==> src/rtl/tmr_irq_pkg.sv <==
package tmr_irq_pkg;
    parameter int NUM_CH     = 5;
    parameter int SRC_PER_CH = 3;
    parameter int DMA_CH     = 4;
    localparam int NUM_SRC   = NUM_CH * SRC_PER_CH;
    localparam int VEC_W     = $clog2(NUM_SRC);

    typedef enum logic [1:0] {
        KIND_A   = 2'd0,
        KIND_B   = 2'd1,
        KIND_OVF = 2'd2
    } src_kind_e;

    typedef struct packed {
        logic             valid;
        logic [VEC_W-1:0] vec;
    } win_t;

    function automatic int src_index(input int ch, input src_kind_e kind);
        return ch * SRC_PER_CH + int'(kind);
    endfunction
endpackage

==> src/rtl/tmr_irq_flags.sv <==
module tmr_irq_flags
    import tmr_irq_pkg::*;
(
    input  logic               clk,
    input  logic               rst,
    input  logic [NUM_SRC-1:0] set_i,
    input  logic [NUM_SRC-1:0] clr_i,
    input  logic [DMA_CH-1:0]  ack_i,
    output logic [NUM_SRC-1:0] flag_o
);
    logic [NUM_SRC-1:0] ack_mask;
    logic [NUM_SRC-1:0] flag_q;

    for (genvar s = 0; s < NUM_SRC; s++) begin : g_ack
        if ((s % SRC_PER_CH) == int'(KIND_A) && (s / SRC_PER_CH) < DMA_CH) begin : g_dma
            assign ack_mask[s] = ack_i[s / SRC_PER_CH];
        end else begin : g_none
            assign ack_mask[s] = 1'b0;
        end
    end

    always_ff @(posedge clk) begin
        if (rst) flag_q <= '0;
        else     flag_q <= set_i | (flag_q & ~(clr_i | ack_mask));
    end

    assign flag_o = flag_q;

    p_set_wins_r2: assert property (@(posedge clk) disable iff (rst)
        (|set_i) |=> ((flag_q & $past(set_i)) == $past(set_i)));

    p_clear_r2: assert property (@(posedge clk) disable iff (rst)
        (|(clr_i & ~set_i)) |=> ((flag_q & $past(clr_i & ~set_i)) == '0));

    p_ack_clear_r8: assert property (@(posedge clk) disable iff (rst)
        (|(ack_mask & ~set_i)) |=> ((flag_q & $past(ack_mask & ~set_i)) == '0));
endmodule

==> src/rtl/tmr_irq_route.sv <==
module tmr_irq_route
    import tmr_irq_pkg::*;
(
    input  logic [NUM_SRC-1:0] flag_i,
    input  logic [NUM_SRC-1:0] en_i,
    input  logic [DMA_CH-1:0]  dma_sel_i,
    output logic [NUM_SRC-1:0] cpu_pend_o,
    output logic [DMA_CH-1:0]  dma_req_o
);
    logic [NUM_SRC-1:0] pend;
    assign pend = flag_i & en_i;

    for (genvar c = 0; c < NUM_CH; c++) begin : g_ch
        localparam int BA = c * SRC_PER_CH + int'(KIND_A);
        if (c < DMA_CH) begin : g_steer
            assign dma_req_o[c]   = pend[BA] & dma_sel_i[c];
            assign cpu_pend_o[BA] = pend[BA] & ~dma_sel_i[c];
        end else begin : g_plain
            assign cpu_pend_o[BA] = pend[BA];
        end
        for (genvar k = 1; k < SRC_PER_CH; k++) begin : g_rest
            assign cpu_pend_o[c * SRC_PER_CH + k] = pend[c * SRC_PER_CH + k];
        end
    end
endmodule

==> src/rtl/tmr_irq_pick.sv <==
module tmr_irq_pick
    import tmr_irq_pkg::*;
(
    input  logic [NUM_SRC-1:0] pend_i,
    input  logic [NUM_CH-1:0]  grp_hi_i,
    output win_t               win_o
);
    always_comb begin
        win_o = '0;
        for (int pass = 0; pass < 2; pass++) begin
            for (int ch = 0; ch < NUM_CH; ch++) begin
                for (int k = 0; k < SRC_PER_CH; k++) begin
                    if (!win_o.valid && (grp_hi_i[ch] == (pass == 0))
                        && pend_i[ch * SRC_PER_CH + k]) begin
                        win_o.valid = 1'b1;
                        win_o.vec   = VEC_W'(ch * SRC_PER_CH + k);
                    end
                end
            end
        end
    end

    always_comb begin
        if (win_o.valid) begin
            p_win_pending_r4: assert (pend_i[win_o.vec]);
        end
    end
endmodule

==> src/rtl/tmr_irq_arbiter.sv <==
module tmr_irq_arbiter
    import tmr_irq_pkg::*;
(
    input  logic               clk,
    input  logic               rst,
    input  logic [NUM_SRC-1:0] evt_set_i,
    input  logic [NUM_SRC-1:0] flag_clr_i,
    input  logic [NUM_SRC-1:0] irq_en_i,
    input  logic [DMA_CH-1:0]  dma_sel_i,
    input  logic [NUM_CH-1:0]  grp_hi_i,
    input  logic [DMA_CH-1:0]  dma_ack_i,
    output logic [NUM_SRC-1:0] flag_o,
    output logic [DMA_CH-1:0]  dma_req_o,
    output logic               irq_req_o,
    output logic [VEC_W-1:0]   irq_vec_o
);
    logic [NUM_SRC-1:0] flags;
    logic [NUM_SRC-1:0] cpu_pend;
    win_t               pick;

    tmr_irq_flags u_flags (
        .clk    (clk),
        .rst    (rst),
        .set_i  (evt_set_i),
        .clr_i  (flag_clr_i),
        .ack_i  (dma_ack_i),
        .flag_o (flags)
    );

    tmr_irq_route u_route (
        .flag_i     (flags),
        .en_i       (irq_en_i),
        .dma_sel_i  (dma_sel_i),
        .cpu_pend_o (cpu_pend),
        .dma_req_o  (dma_req_o)
    );

    tmr_irq_pick u_pick (
        .pend_i   (cpu_pend),
        .grp_hi_i (grp_hi_i),
        .win_o    (pick)
    );

    always_ff @(posedge clk) begin
        if (rst) begin
            irq_req_o <= 1'b0;
            irq_vec_o <= '0;
        end else begin
            irq_req_o <= pick.valid;
            if (pick.valid) irq_vec_o <= pick.vec;
        end
    end

    assign flag_o = flags;

    p_vec_hold_r9: assert property (@(posedge clk) disable iff (rst)
        !pick.valid |=> $stable(irq_vec_o));

    p_vec_range_r3: assert property (@(posedge clk) disable iff (rst)
        irq_req_o |-> (int'(irq_vec_o) < NUM_SRC));

    p_req_needs_pend_r3: assert property (@(posedge clk) disable iff (rst)
        (cpu_pend == '0) |=> !irq_req_o);
endmodule

==> config.mk <==
export PLATFORM = sky130hd
export DESIGN_NAME = tmr_irq_arbiter
export DESIGN_NICKNAME = d
export VERILOG_FILES = /design/src/rtl/tmr_irq_pkg.sv /design/src/rtl/tmr_irq_flags.sv /design/src/rtl/tmr_irq_route.sv /design/src/rtl/tmr_irq_pick.sv /design/src/rtl/tmr_irq_arbiter.sv
export SDC_FILE = /design/constraint.sdc
export NUM_CORES = 1
export LEC_CHECK = 0
export BUFFER_PORTS_ARGS = -buffer_cell sky130_fd_sc_hd__buf_2
export CAP_MARGIN = 20
export CORE_UTILIZATION = 40
export DETAILED_ROUTE_END_ITERATION = 6
export HOLD_SLACK_MARGIN = 0.08
export PLACE_DENSITY_LB_ADDON = 0.1
export SLEW_MARGIN = 40
export SYNTH_ARGS = -nofsm -noshare
export SYNTH_HDL_FRONTEND = slang
export SYNTH_SLANG_ARGS = --single-unit
==> constraint.sdc <==
create_clock -name clk -period 1.9 [get_ports clk]
set_input_delay 0.38 -clock clk [delete_from_list [all_inputs] [get_ports clk]]
set_output_delay 0.38 -clock clk [all_outputs]
set_load 0.1 [all_outputs]
==> key figures, run 1 <==
Floorplan
  – Effective utilization at floorplan: 43.5%
  – Die Footprint: 0.00333 mm^2
  – I/O pin cnt: 84
  – Die X: 57.7 um
  – Number of placement rows: 19
  – Area of the core: 0.00285 mm^2
  – Chip height: 57.7 um

STA
  – Setup Total Neg Slack: 0 ns
  – Slew at the pin closest to its max-slew limit: 0.489 ns
  – Tmin final: 1.84 ns
  – Unrepaired setup endpoints after global routing: true
  – Post-route worst hold slack: 0.271 ns
  – Final Hold Violating Endpoints: 0
  – Top achievable clock speed: 0.544 GHz
  – Share of the clock period used by the worst path after layout: 96.7%
  – Total count of max-transition violations in the final report: 0
  – Final-report setup violation count: 0
  – Worst slew margin: 67.6%
  – Skew final: 0.000920 ns

Detailed routing
  – Number of iterations in the first detailed-routing pass: 7
  – Post-detailed-routing wire length: 3.87 mm
  – Total number of vias: 1,677
  – Uppermost layer routed: met4
  – Via-per-instance ratio: 5.44
  – WL met1: 1.69 mm
  – Post-route DRC violation count: 4
  – WL met3: 292 um
  – Final routed wire length divided by cell count: 12.6 um
  – Post-route antenna net violation count: 0
  – WL met2: 1.82 mm
  – Initial DRC Count: 62

Placement
  – Instance area after placement: 0.00189 mm^2
  – I/O Buffers: 83
  – Hpwl dp: 3.10 mm
  – Placer's final routability congestion estimate: 1.03

Global routing
  – Global routing usage summed across all routing layers: 23.2%
  – Via count of the first global-routing pass: 1,466
  – Pin count of the biggest net entering global routing: 21
  – Initial antenna violation count: 0
  – Total grt overflow: 0
  – Global-route wire length before repair: 6.03 mm

Critical path
  – Worst reg2reg startpoint: u_flags.flag_o[12]
  – Setup slack of the most critical reg-to-reg path: 0.06 ns
  – Number of cells on the worst reg-to-reg path: 6
  – Reg-to-Reg End: irq_vec_o[0]
  – Worst Setup End Kind: flip-flop
  – CP Data Arrival Time: 2.07 ns
  – CP max FO: 8
  – Launching element of the worst setup path: u_flags.flag_o[12]
  – Worst setup endpoint: irq_vec_o[0]
  – Crit Path Class: flip-flop to flip-flop
  – Kind of start point of the critical path: flip-flop
  – Data required time of the critical path: 2.13 ns

Logic synthesis
  – Synthesized area divided by synthesized cell count: 7.29 um^2
  – Net count after synthesis: 230
  – Syn Std Cell Area: 0.00124 mm^2
  – Syn Inst Count: 170
  – Most used flip-flop cell after synthesis: dfxtp_1
  – Warning count from the yosys run: 0
  – Synthesized flop and latch total: 20
  – Fraction of registers with async set or reset after synthesis: 0%
  – Sequential share of the synthesized area: 32.3%
  – Yosys cell types: 38
  – EDFF count, synth: 0

Layout
  – Ant diodes: 0
  – Most used cells in the layout excluding fill and tap cells: buf_2 (83), nor2_1 (28), a21oi_1 (23), buf_4 (22), nand2_1 (15)
  – Utilization of the core after routing: 69.6%
  – Area occupied by multi-input gates: 845 um^2
  – Fraction of final layout cells sized beyond drive strength 1: 50.5%
  – Fill cell instance count of the final layout: 248
  – Total Nets Final: 338
  – Synthesis-to-layout area growth: 60.0%
  – Footprint of the flip-flops and latches: 442 um^2
  – Post-route standard cell area excluding fillers: 0.00198 mm^2
  – Commonest non-fill, non-tap cell in the layout: buf_2

CTS
  – Skew-Pair Late Insertion Delay: 0.30 ns
  – Number of buffers inserted during clock tree synthesis: 3
  – Number of buffers on the longest clock path: 2
  – Clock tree from TritonCTS: built
  – Clock tree root buffer cell: clkbuf_4
  – Level count of the clock H-tree: 1
  – Clk pin slew, worst setup/hold paths: 0.11 ns
  – Clock Sink Count: 20

Power and ir drop
  – Internal Dissipation: 734 uW
  – Switching Fraction: 45.5%
  – Power per cell area: 679 mW/mm^2
  – Sequential Power Share: 35.4%
  – Peak supply drop: 0.000456 V
  – Relative contribution of the clock network to total power: 15.8%
  – Net Sw Power: 612 uW
  – Combinational share of power: 48.7%
  – Leakage power figure: 1.04 nW

Worst hold path
  – Class of the worst hold path: primary input to flip-flop
  – Hold path start: evt_set_i[11]

Run
  – Number of violations of the max-capacitance limit: 0

Run status
  – Failing checks: DRC
  – Outcome: finished, violations left
==> logic make-up (layout without fill, tap and decap cells) <==
logic type / after synthesis / after routing / share of synthesized area, %
buf+inv: 16 / 123 / 4.84
simple gates: 76 / 76 / 32.2
compound gates: 58 / 58 / 30.7
flops: 20 / 20 / 32.3
==> repair_timing <==
| action | CTS | global route |
|---|---|---|
| resized for setup | 3 | 7 |
| endpoints found under the setup margin | 1 | 4 |
| hold buffers | 0 | 0 |
| pin swaps | 4 | 4 |
| setup buffers | 1 | 1 |
==> routing by layer <==
layer  vias up  GRT usage (%)
li1        847              -
met1       756           29.4
met2        68           39.2
met3         6           5.80
met4         0           7.14
met5         -              0
==> flip-flops by register name (all words and copies together) (netlist names) <==
name / cells
u_flags.flag_o: 15
irq_vec_o: 4
irq_req_o: 1
==> stage by stage <==
stage | instances | total power [mW] | setup WS (ns)
finish | 308 | 1.35 | 0.0619
global route | 308 | 1.41 | -0.0334
CTS | 307 | 1.34 | 0.0267
detailed placement | 302 | 1.11 | -0.111
global placement | 302 | 1.11 | -0.0574
floorplan | 170 | 0.922 | 0.00319
==> layout make-up <==
class / instances / area share, %
Timing Repair Buffer: 105 / 29.3
Clock buffer: 4 / 1.32
Multi-Input combinational cell: 134 / 42.6
Sequential cell: 20 / 22.3
Tap cell: 31 / 1.95
Inverter: 14 / 2.65
==> critical path, stage by stage (launching register included) <==
cell,delay [ns]
dfxtp_4,0.37
a222oi_1,0.41
or2b_4,0.26
o2111ai_1,0.18
buf_4,0.19
a21bo_2,0.20
a41oi_2,0.17
==> worst min path at each step <==
stage / endpoint / slack, ns / cells past startpoint
final: u_flags.flag_o[11] / 0.27 / 3
after global routing: u_flags.flag_o[12] / 0.26 / 3
after CTS: u_flags.flag_o[12] / 0.27 / 3
after detailed placement: irq_vec_o[3] / 0.48 / 2
after global placement: u_flags.flag_o[10] / 0.48 / 2
after floorplan: u_flags.flag_o[0] / 0.50 / 2
==> Yosys cell counts, drive strengths merged, types with 2 or more instances <==
cell | number | area (um^2)
a31oi | 2 | 12.5
o22ai | 2 | 12.5
and3b | 3 | 26.3
inv | 14 | 52.6
o211ai | 3 | 22.5
nand3b | 3 | 22.5
a22o | 3 | 26.3
nor3 | 2 | 10.0
clkbuf | 2 | 7.51
o21bai | 2 | 15.0
a211oi | 6 | 45.0
nor4 | 3 | 25.0
nand3 | 4 | 20.0
dfxtp | 20 | 400
o21ai | 8 | 43.8
nand4 | 8 | 65.1
a21oi | 23 | 115
and3 | 5 | 31.3
nor2 | 28 | 105
nand2 | 15 | 56.3
==> power by group through the flow <==
stage          clock [mW]  sequential, mW  combinational [mW]
5_1_grt             0.238           0.482               0.693
6_report            0.213           0.477               0.656
2_1_floorplan           0           0.737               0.185
3_5_place_dp            0           0.486               0.626
3_3_place_gp            0           0.485               0.625
4_1_cts             0.224           0.477               0.639
Power figures use the tool's default switching activity.
==> inputs of run 2 (changes only) <==
--- a/config.mk
+++ b/config.mk
@@ -5,6 +5,7 @@
 export SDC_FILE = /design/constraint.sdc
 export NUM_CORES = 1
 export LEC_CHECK = 0
+export ABC_AREA = 1
 export BUFFER_PORTS_ARGS = -buffer_cell sky130_fd_sc_hd__buf_2
 export CAP_MARGIN = 20
 export CORE_UTILIZATION = 40
==> key figures, run 2 <==
Floorplan
  – Chip height: 61.7 um (was 57.7 um)
  – Die Footprint: 0.00380 mm^2 (was 0.00333 mm^2)
  – I/O pin cnt: 84 (unchanged)
  – Area of the core: 0.00336 mm^2 (was 0.00285 mm^2)
  – Die X: 61.7 um (was 57.7 um)
  – Effective utilization at floorplan: 42.3% (was 43.5%)
  – Number of placement rows: 21 (was 19)

Logic synthesis
  – Sequential share of the synthesized area: 28.1% (was 32.3%)
  – Net count after synthesis: 287 (was 230)
  – Synth area leaders: dfxtp_1 (28%), nor2_1 (13%), inv_1 (11%), nand2_1 (7.1%), a21oi_1 (6.3%) (was dfxtp_1 (32%), a21oi_1 (9.3%), nor2_1 (8.5%), nand2_1 (4.5%), inv_1 (4.2%))
  – Most used flip-flop cell after synthesis: dfxtp_1 (unchanged)
  – Most instantiated cells after synthesis: nor2_1 (50), inv_1 (42), nand2_1 (27) (was nor2_1 (28), a21oi_1 (23), dfxtp_1 (20))
  – EDFF count, synth: 0 (unchanged)
  – Synthesized area divided by synthesized cell count: 6.27 um^2 (was 7.29 um^2)
  – Syn Std Cell Area: 0.00142 mm^2 (was 0.00124 mm^2)
  – Leading cell type by number of instances after synthesis: nor2_1 (unchanged)
  – Syn Inst Count: 227 (was 170)
  – Synthesized flop and latch total: 20 (unchanged)
  – Top cell type's share of synthesized area: 28.1% (was 32.3%)
  – Yosys cell types: 26 (was 38)
  – Warning count from the yosys run: 0 (unchanged)
  – Synth area leader: dfxtp_1 (unchanged)
  – Fraction of registers with async set or reset after synthesis: 0% (unchanged)

Global routing
  – Global-route wire length before repair: 7.20 mm (was 6.03 mm)
  – Total grt overflow: 0 (unchanged)
  – Grt met3 use: 3.57% (was 5.80%)
  – Global routing usage summed across all routing layers: 25.7% (was 23.2%)
  – Initial antenna violation count: 0 (unchanged)
  – Met1 usage: 31.0% (was 29.4%)
  – GR peak layer: met2 (unchanged)
  – M2 GR Usage: 47.9% (was 39.2%)
  – Pin count of the biggest net entering global routing: 20 (was 21)
  – Via count of the first global-routing pass: 1,845 (was 1,466)

Layout
  – Area occupied by multi-input gates: 957 um^2 (was 845 um^2)
  – Post-route standard cell area excluding fillers: 0.00265 mm^2 (was 0.00198 mm^2)
  – Most used cells in the layout excluding fill and tap cells: buf_2 (83), buf_4 (77), nor2_1 (46), inv_1 (42), nand2_1 (26) (was buf_2 (83), nor2_1 (28), a21oi_1 (23), buf_4 (22), nand2_1 (15))
  – Commonest non-fill, non-tap cell in the layout: buf_2 (unchanged)
  – Fill cell instance count of the final layout: 268 (was 248)
  – Utilization of the core after routing: 78.7% (was 69.6%)
  – Max FFs per register: 15 (unchanged)
  – Fraction of final layout cells sized beyond drive strength 1: 53.6% (was 50.5%)
  – Ant diodes: 0 (unchanged)
  – Total Nets Final: 451 (was 338)
  – Synthesis-to-layout area growth: 85.9% (was 60.0%)
  – Footprint of the flip-flops and latches: 422 um^2 (was 442 um^2)

Critical path
  – Setup slack of the most critical reg-to-reg path: -1.13 ns (was 0.06 ns)
  – CP max FO: 5 (was 8)
  – Worst stage delay on the critical path: 0.39 ns (was 0.41 ns)
  – Kind of start point of the critical path: flip-flop (unchanged)
  – Worst Setup End Kind: flip-flop (unchanged)
  – Master of the slowest instance on the critical path: dfxtp_4 (was a222oi_1)
  – CP Data Arrival Time: 3.24 ns (was 2.07 ns)
  – Crit Path Class: flip-flop to flip-flop (unchanged)
  – Buffers and inverters on the worst path: 1 (unchanged)
  – CP cell instances: nand2_4 -> nor2_4 -> nand2_2 -> nand2_4 -> nand2_4 -> a21oi_4 -> nand3_2 -> nor2_2 -> nand3_2 -> buf_4 -> nand2_2 -> a21oi_4 -> o2111ai_4 -> nand4_2 -> nor2_1 -> nand4_1 -> nor2_1 -> nand4_1 -> nor2_1 -> nand4_1 -> o21bai_1 -> nor2_1 (was a222oi_1 -> or2b_4 -> o2111ai_1 -> buf_4 -> a21bo_2 -> a41oi_2)
  – Most used cell, CP: nor2_1
  – Cell family with most CP delay: simple AND/OR/NAND/NOR gates (was compound AO/OA/AOI/OAI gates)
  – Data required time of the critical path: 2.12 ns (was 2.13 ns)

CTS
  – Clk pin slew, worst setup/hold paths: 0.13 ns (was 0.11 ns)
  – Clock tree from TritonCTS: built (unchanged)
  – Clock Sink Count: 20 (unchanged)
  – Clock tree root buffer cell: clkbuf_4 (unchanged)
  – Skew-Pair Late Insertion Delay: 0.31 ns (was 0.30 ns)
  – Level count of the clock H-tree: 1 (unchanged)
  – Number of buffers inserted during clock tree synthesis: 3 (unchanged)
  – Number of buffers on the longest clock path: 2 (unchanged)
  – Number of buffers inserted by hold repair at cts: 0 (unchanged)

Run status
  – Outcome: finished, violations left (unchanged)
  – Failing checks: setup timing (was DRC)

STA
  – Worst slew margin: 67.0% (was 67.6%)
  – Final Hold Violating Endpoints: 0 (unchanged)
  – Skew final: 0.00871 ns (was 0.000920 ns)
  – Final-report setup violation count: 5 (was 0)
  – Tmin final: 3.03 ns (was 1.84 ns)
  – Final critical-path setup slack: -1.13 ns (was 0.0619 ns)
  – Slew at the pin closest to its max-slew limit: 0.499 ns (was 0.489 ns)
  – Unrepaired setup endpoints after global routing: true (unchanged)
  – Share of the clock period used by the worst path after layout: 159% (was 96.7%)
  – Total count of max-transition violations in the final report: 0 (unchanged)
  – Post-route worst hold slack: 0.256 ns (was 0.271 ns)
  – Top achievable clock speed: 0.330 GHz (was 0.544 GHz)

Power and ir drop
  – Combinational share of power: 50.8% (was 48.7%)
  – Peak supply drop: 0.000392 V (was 0.000456 V)
  – Switching Fraction: 44.5% (was 45.5%)
  – Leakage power figure: 1.51 nW (was 1.04 nW)
  – Power per cell area: 604 mW/mm^2 (was 679 mW/mm^2)
  – Final Total Pwr: 1.60 mW (was 1.35 mW)
  – Internal Dissipation: 887 uW (was 734 uW)
  – Net Sw Power: 711 uW (was 612 uW)
  – Relative contribution of the clock network to total power: 19.4% (was 15.8%)
  – Sequential Power Share: 29.9% (was 35.4%)

Detailed routing
  – Post-detailed-routing wire length: 5.21 mm (was 3.87 mm)
  – Post-route antenna net violation count: 0 (unchanged)
  – Post-route DRC violation count: 0 (was 4)
  – Initial DRC Count: 97 (was 62)
  – Final routed wire length divided by cell count: 11.9 um (was 12.6 um)
  – Via-per-instance ratio: 4.94 (was 5.44)
  – Total number of vias: 2,154 (was 1,677)
  – Number of iterations in the first detailed-routing pass: 4 (was 7)

Placement
  – Hpwl dp: 3.59 mm (was 3.10 mm)
  – I/O Buffers: 83 (unchanged)
  – Placer's final routability congestion estimate: 0.927 (was 1.03)
  – Dpl ws: -1.15 ns (was -0.111 ns)
  – Instance area after placement: 0.00232 mm^2 (was 0.00189 mm^2)

Worst hold path
  – Class of the worst hold path: primary input to flip-flop (unchanged)

Run
  – Number of violations of the max-capacitance limit: 0 (unchanged)
## run 2: logic make-up after synthesis
family	share of synthesized area [%]
compound gates	16.3
buf+inv	11.6
simple gates	44.0
flops	28.1
## run 2: area by class of cell
type	instances	share of cell area [%]
tap	46	2.17
multi-input combinational	163	36.2
sequential	20	15.9
inverter	42	5.96
clock buffer	4	1.80
timing repair buffer	161	38.0
## run 2: tightest hold or removal path, stage by stage
cell	delay [ns]
buf_2	0.07
a21oi_1	0.03
nor2_1	0.06
## run 2: metal layers
metal / up-vias / wire (um)
li1: 1075 / -
met1: 958 / 2130
met2: 106 / 2580
met3: 15 / 368
met4: 0 / 131
met5: - / 0
## run 2: worst paths after layout
path | start | end | cells after the start
max | u_flags.flag_o[0] | irq_vec_o[2] | 22
min | evt_set_i[5] | u_flags.flag_o[5] | 3
max reg2reg | u_flags.flag_o[0] | irq_vec_o[2] | 22
min reg2reg | irq_vec_o[3] | irq_vec_o[3] | 2
## run 2: through the flow
stage | TNS [ns] | cells
2_1_floorplan | -4.90 | 227
3_3_place_gp | -5.25 | 406
3_5_place_dp | -5.58 | 406
4_1_cts | -4.85 | 432
5_1_grt | -6.52 | 436
6_report | -5.49 | 436
## run 2: power groups by stage
stage	logic, mW	registers, mW	clock network, mW
2_1_floorplan	0.233	0.753	0
3_3_place_gp	0.727	0.485	0
3_5_place_dp	0.734	0.486	0
4_1_cts	0.769	0.477	0.311
5_1_grt	0.869	0.483	0.341
6_report	0.812	0.477	0.309
## run 2: what timing repair did
item / 4_1_cts / 5_1_grt
pin swaps: 7 / 12
gates resized for setup: 2 / 14
setup endpoints to repair: 5 / 5
setup buffers: 22 / 4
==> inputs of run 3 (changes only) <==
--- a/config.mk
+++ b/config.mk
@@ -11,7 +11,7 @@
 export CORE_UTILIZATION = 40
 export DETAILED_ROUTE_END_ITERATION = 6
 export HOLD_SLACK_MARGIN = 0.08
-export PLACE_DENSITY_LB_ADDON = 0.1
+export PLACE_DENSITY = 0.83
 export SLEW_MARGIN = 40
 export SYNTH_ARGS = -nofsm -noshare
 export SYNTH_HDL_FRONTEND = slang
==> key figures, run 3 (synthesis results as in run 2) <==
STA
  – Top achievable clock speed: 0.332 GHz (was 0.330 GHz)
  – Skew final: 0.00123 ns (was 0.00871 ns)
  – Worst slew margin: 68.3% (was 67.0%)
  – Share of the clock period used by the worst path after layout: 158% (was 159%)
  – Final Hold Violating Endpoints: 0 (unchanged)
  – Total count of max-transition violations in the final report: 0 (unchanged)
  – Slew at the pin closest to its max-slew limit: 0.470 ns (was 0.499 ns)
  – Final-report setup violation count: 5 (unchanged)
  – Final critical-path setup slack: -1.11 ns (was -1.13 ns)
  – Tmin final: 3.01 ns (was 3.03 ns)
  – Unrepaired setup endpoints after global routing: true (unchanged)

Floorplan
  – Area of the core: 0.00336 mm^2 (unchanged)
  – Effective utilization at floorplan: 42.3% (unchanged)
  – Die Footprint: 0.00380 mm^2 (unchanged)
  – Die X: 61.7 um (unchanged)
  – Number of placement rows: 21 (unchanged)
  – I/O pin cnt: 84 (unchanged)
  – Chip height: 61.7 um (unchanged)

Critical path
  – Data required time of the critical path: 2.16 ns (was 2.12 ns)
  – Master of the slowest instance on the critical path: dfxtp_4 (unchanged)
  – Crit Path Class: flip-flop to flip-flop (unchanged)
  – Number of cells on the worst reg-to-reg path: 23 (was 22)
  – Number of logic stages on the critical path including buffering: 23 (was 22)
  – Kind of start point of the critical path: flip-flop (unchanged)
  – Worst Setup End Kind: flip-flop (unchanged)
  – Buffers and inverters on the worst path: 2 (was 1)
  – Most used cell, CP: nand2_2 (was nor2_1)
  – CP Data Arrival Time: 3.27 ns (was 3.24 ns)
  – CP cell instances: nand2_4 -> nor2_4 -> nand2_2 -> nand2_2 -> nand2_2 -> a21oi_4 -> nand4_2 -> a21oi_2 -> nand2_2 -> a21oi_2 -> nand3_2 -> a21oi_2 -> nand4_2 -> buf_4 -> nor3_2 -> nand4_1 -> nor2_2 -> nand3_1 -> nand2_1 -> inv_1 -> nand2_1 -> nor2_1 -> a21oi_1 (was nand2_4 -> nor2_4 -> nand2_2 -> nand2_4 -> nand2_4 -> a21oi_4 -> nand3_2 -> nor2_2 -> nand3_2 -> buf_4 -> nand2_2 -> a21oi_4 -> o2111ai_4 -> nand4_2 -> nor2_1 -> nand4_1 -> nor2_1 -> nand4_1 -> nor2_1 -> nand4_1 -> o21bai_1 -> nor2_1)
  – Worst stage delay on the critical path: 0.39 ns (about the same)
  – CP max FO: 4 (was 5)
  – Cell family with most CP delay: simple AND/OR/NAND/NOR gates (unchanged)

Placement
  – I/O Buffers: 83 (unchanged)
  – Placer's final routability congestion estimate: 0.951 (was 0.927)
  – Hpwl dp: 3.75 mm (was 3.59 mm)
  – Instance area after placement: 0.00230 mm^2 (was 0.00232 mm^2)
  – Dpl cells: 402 (was 406)

Layout
  – Area occupied by multi-input gates: 906 um^2 (was 957 um^2)
  – Fill cell instance count of the final layout: 310 (was 268)
  – Max FFs per register: 15 (unchanged)
  – Post-route standard cell area excluding fillers: 0.00246 mm^2 (was 0.00265 mm^2)
  – Fraction of final layout cells sized beyond drive strength 1: 50.4% (was 53.6%)
  – Ant diodes: 0 (unchanged)
  – Filler-free cell count of the finished design: 417 (was 436)
  – Total Nets Final: 432 (was 451)
  – Most used cells in the layout excluding fill and tap cells: buf_2 (83), buf_4 (58), nor2_1 (46), inv_1 (42), nand2_1 (27) (was buf_2 (83), buf_4 (77), nor2_1 (46), inv_1 (42), nand2_1 (26))
  – Synthesis-to-layout area growth: 72.8% (was 85.9%)
  – Footprint of the flip-flops and latches: 422 um^2 (unchanged)
  – Commonest non-fill, non-tap cell in the layout: buf_2 (unchanged)

Power and ir drop
  – Leakage power figure: 1.43 nW (was 1.51 nW)
  – Power per cell area: 641 mW/mm^2 (was 604 mW/mm^2)
  – Peak supply drop: 0.000498 V (was 0.000392 V)

Detailed routing
  – Post-route antenna net violation count: 0 (unchanged)
  – Via-per-instance ratio: 4.87 (was 4.94)
  – Initial DRC Count: 86 (was 97)
  – Final routed wire length divided by cell count: 11.3 um (was 11.9 um)
  – Total number of vias: 2,031 (was 2,154)
  – Post-route DRC violation count: 0 (unchanged)
  – Post-detailed-routing wire length: 4.73 mm (was 5.21 mm)
  – Number of iterations in the first detailed-routing pass: 4 (unchanged)

Global routing
  – Via count of the first global-routing pass: 1,778 (was 1,845)
  – Pin count of the biggest net entering global routing: 20 (unchanged)
  – Global routing usage summed across all routing layers: 25.3% (was 25.7%)
  – Global-route wire length before repair: 7.12 mm (was 7.20 mm)
  – Initial antenna violation count: 0 (unchanged)
  – Total grt overflow: 0 (unchanged)

CTS
  – Number of buffers inserted by hold repair at cts: 0 (unchanged)
  – Clock tree from TritonCTS: built (unchanged)
  – Number of buffers on the longest clock path: 2 (unchanged)
  – Clk pin slew, worst setup/hold paths: 0.13 ns (about the same)
  – Clock tree root buffer cell: clkbuf_4 (unchanged)
  – Clock Sink Count: 20 (unchanged)
  – Number of buffers inserted during clock tree synthesis: 3 (unchanged)
  – Skew-Pair Late Insertion Delay: 0.32 ns (was 0.31 ns)
  – Level count of the clock H-tree: 1 (unchanged)

Run status
  – Outcome: finished, violations left (unchanged)
  – Failing checks: setup timing (unchanged)

Run
  – Number of violations of the max-capacitance limit: 0 (unchanged)

Worst hold path
  – Class of the worst hold path: primary input to flip-flop (unchanged)
  – Worst hold path cell count: 3 (unchanged)
run 3: cell count changes in the layout (fill, tap and decap cells not counted), moves of 2 or more:
cell     delta
nand2_4     -2
a21oi_2     +2
nand3_2     -2
nand3_1     +2
buf_4      -19
run 3: final timing paths:
path / startpoint / end / slack (ns)
max: u_flags.flag_o[0] / irq_vec_o[0] / -1.11
max reg2reg: u_flags.flag_o[0] / irq_vec_o[0] / -1.11
min: evt_set_i[8] / u_flags.flag_o[8] / 0.25
min reg2reg: irq_vec_o[3] / irq_vec_o[3] / 0.49
run 3: metrics by stage:
step	TNS (ns)	utilization (%)	hold slack [ns]	total power [mW]	worst slack, ns
after floorplan	-4.90	-	0.496	0.986	-0.928
final	-5.15	73.2	0.254	1.58	-1.11
after global placement	-5.32	68.5	0.459	1.21	-1.09
after CTS	-4.88	71.7	0.246	1.55	-1.01
after detailed placement	-5.72	68.5	0.468	1.22	-1.18
after global routing	-6.76	73.2	0.243	1.66	-1.39
run 3: worst register-to-register path: stages, from the launching register on:
cell     delay, ns
dfxtp_4       0.39
nand2_4       0.05
nor2_4        0.09
nand2_2       0.06
nand2_2       0.09
nand2_2       0.07
a21oi_4       0.16
nand4_2       0.10
a21oi_2       0.17
nand2_2       0.09
a21oi_2       0.16
nand3_2       0.11
a21oi_2       0.17
nand4_2       0.18
buf_4         0.18
nor3_2        0.15
nand4_1       0.16
nor2_2        0.14
nand3_1       0.10
nand2_1       0.07
inv_1         0.03
nand2_1       0.06
nor2_1        0.05
a21oi_1       0.13
run 3: report_power, final:
| group | switching [mW] | internal, mW |
|---|---|---|
| clock network | 0.155 | 0.161 |
| registers | 0.0202 | 0.456 |
| logic | 0.530 | 0.256 |
| total | 0.705 | 0.873 |
run 3: cell type report:
type / instances / area share [%]
Tap cell: 46 / 2.34
Clock buffer: 4 / 1.93
Inverter: 42 / 6.41
Multi-Input combinational cell: 163 / 36.8
Sequential cell: 20 / 17.1
Timing Repair Buffer: 142 / 35.4
run 3: routing by layer:
metal	wire [um]	GRT usage (%)	share of wire, %
met1	1940	29.9	41
met2	2450	46.4	52
met3	302	5.46	6.4
met4	40	6.03	0.85
met5	0	0	0
run 3: what timing repair did:
action,in CTS,in global routing
setup endpoints to repair,5,5
setup buffers,6,5
resized for setup,3,4
pin swaps,6,7
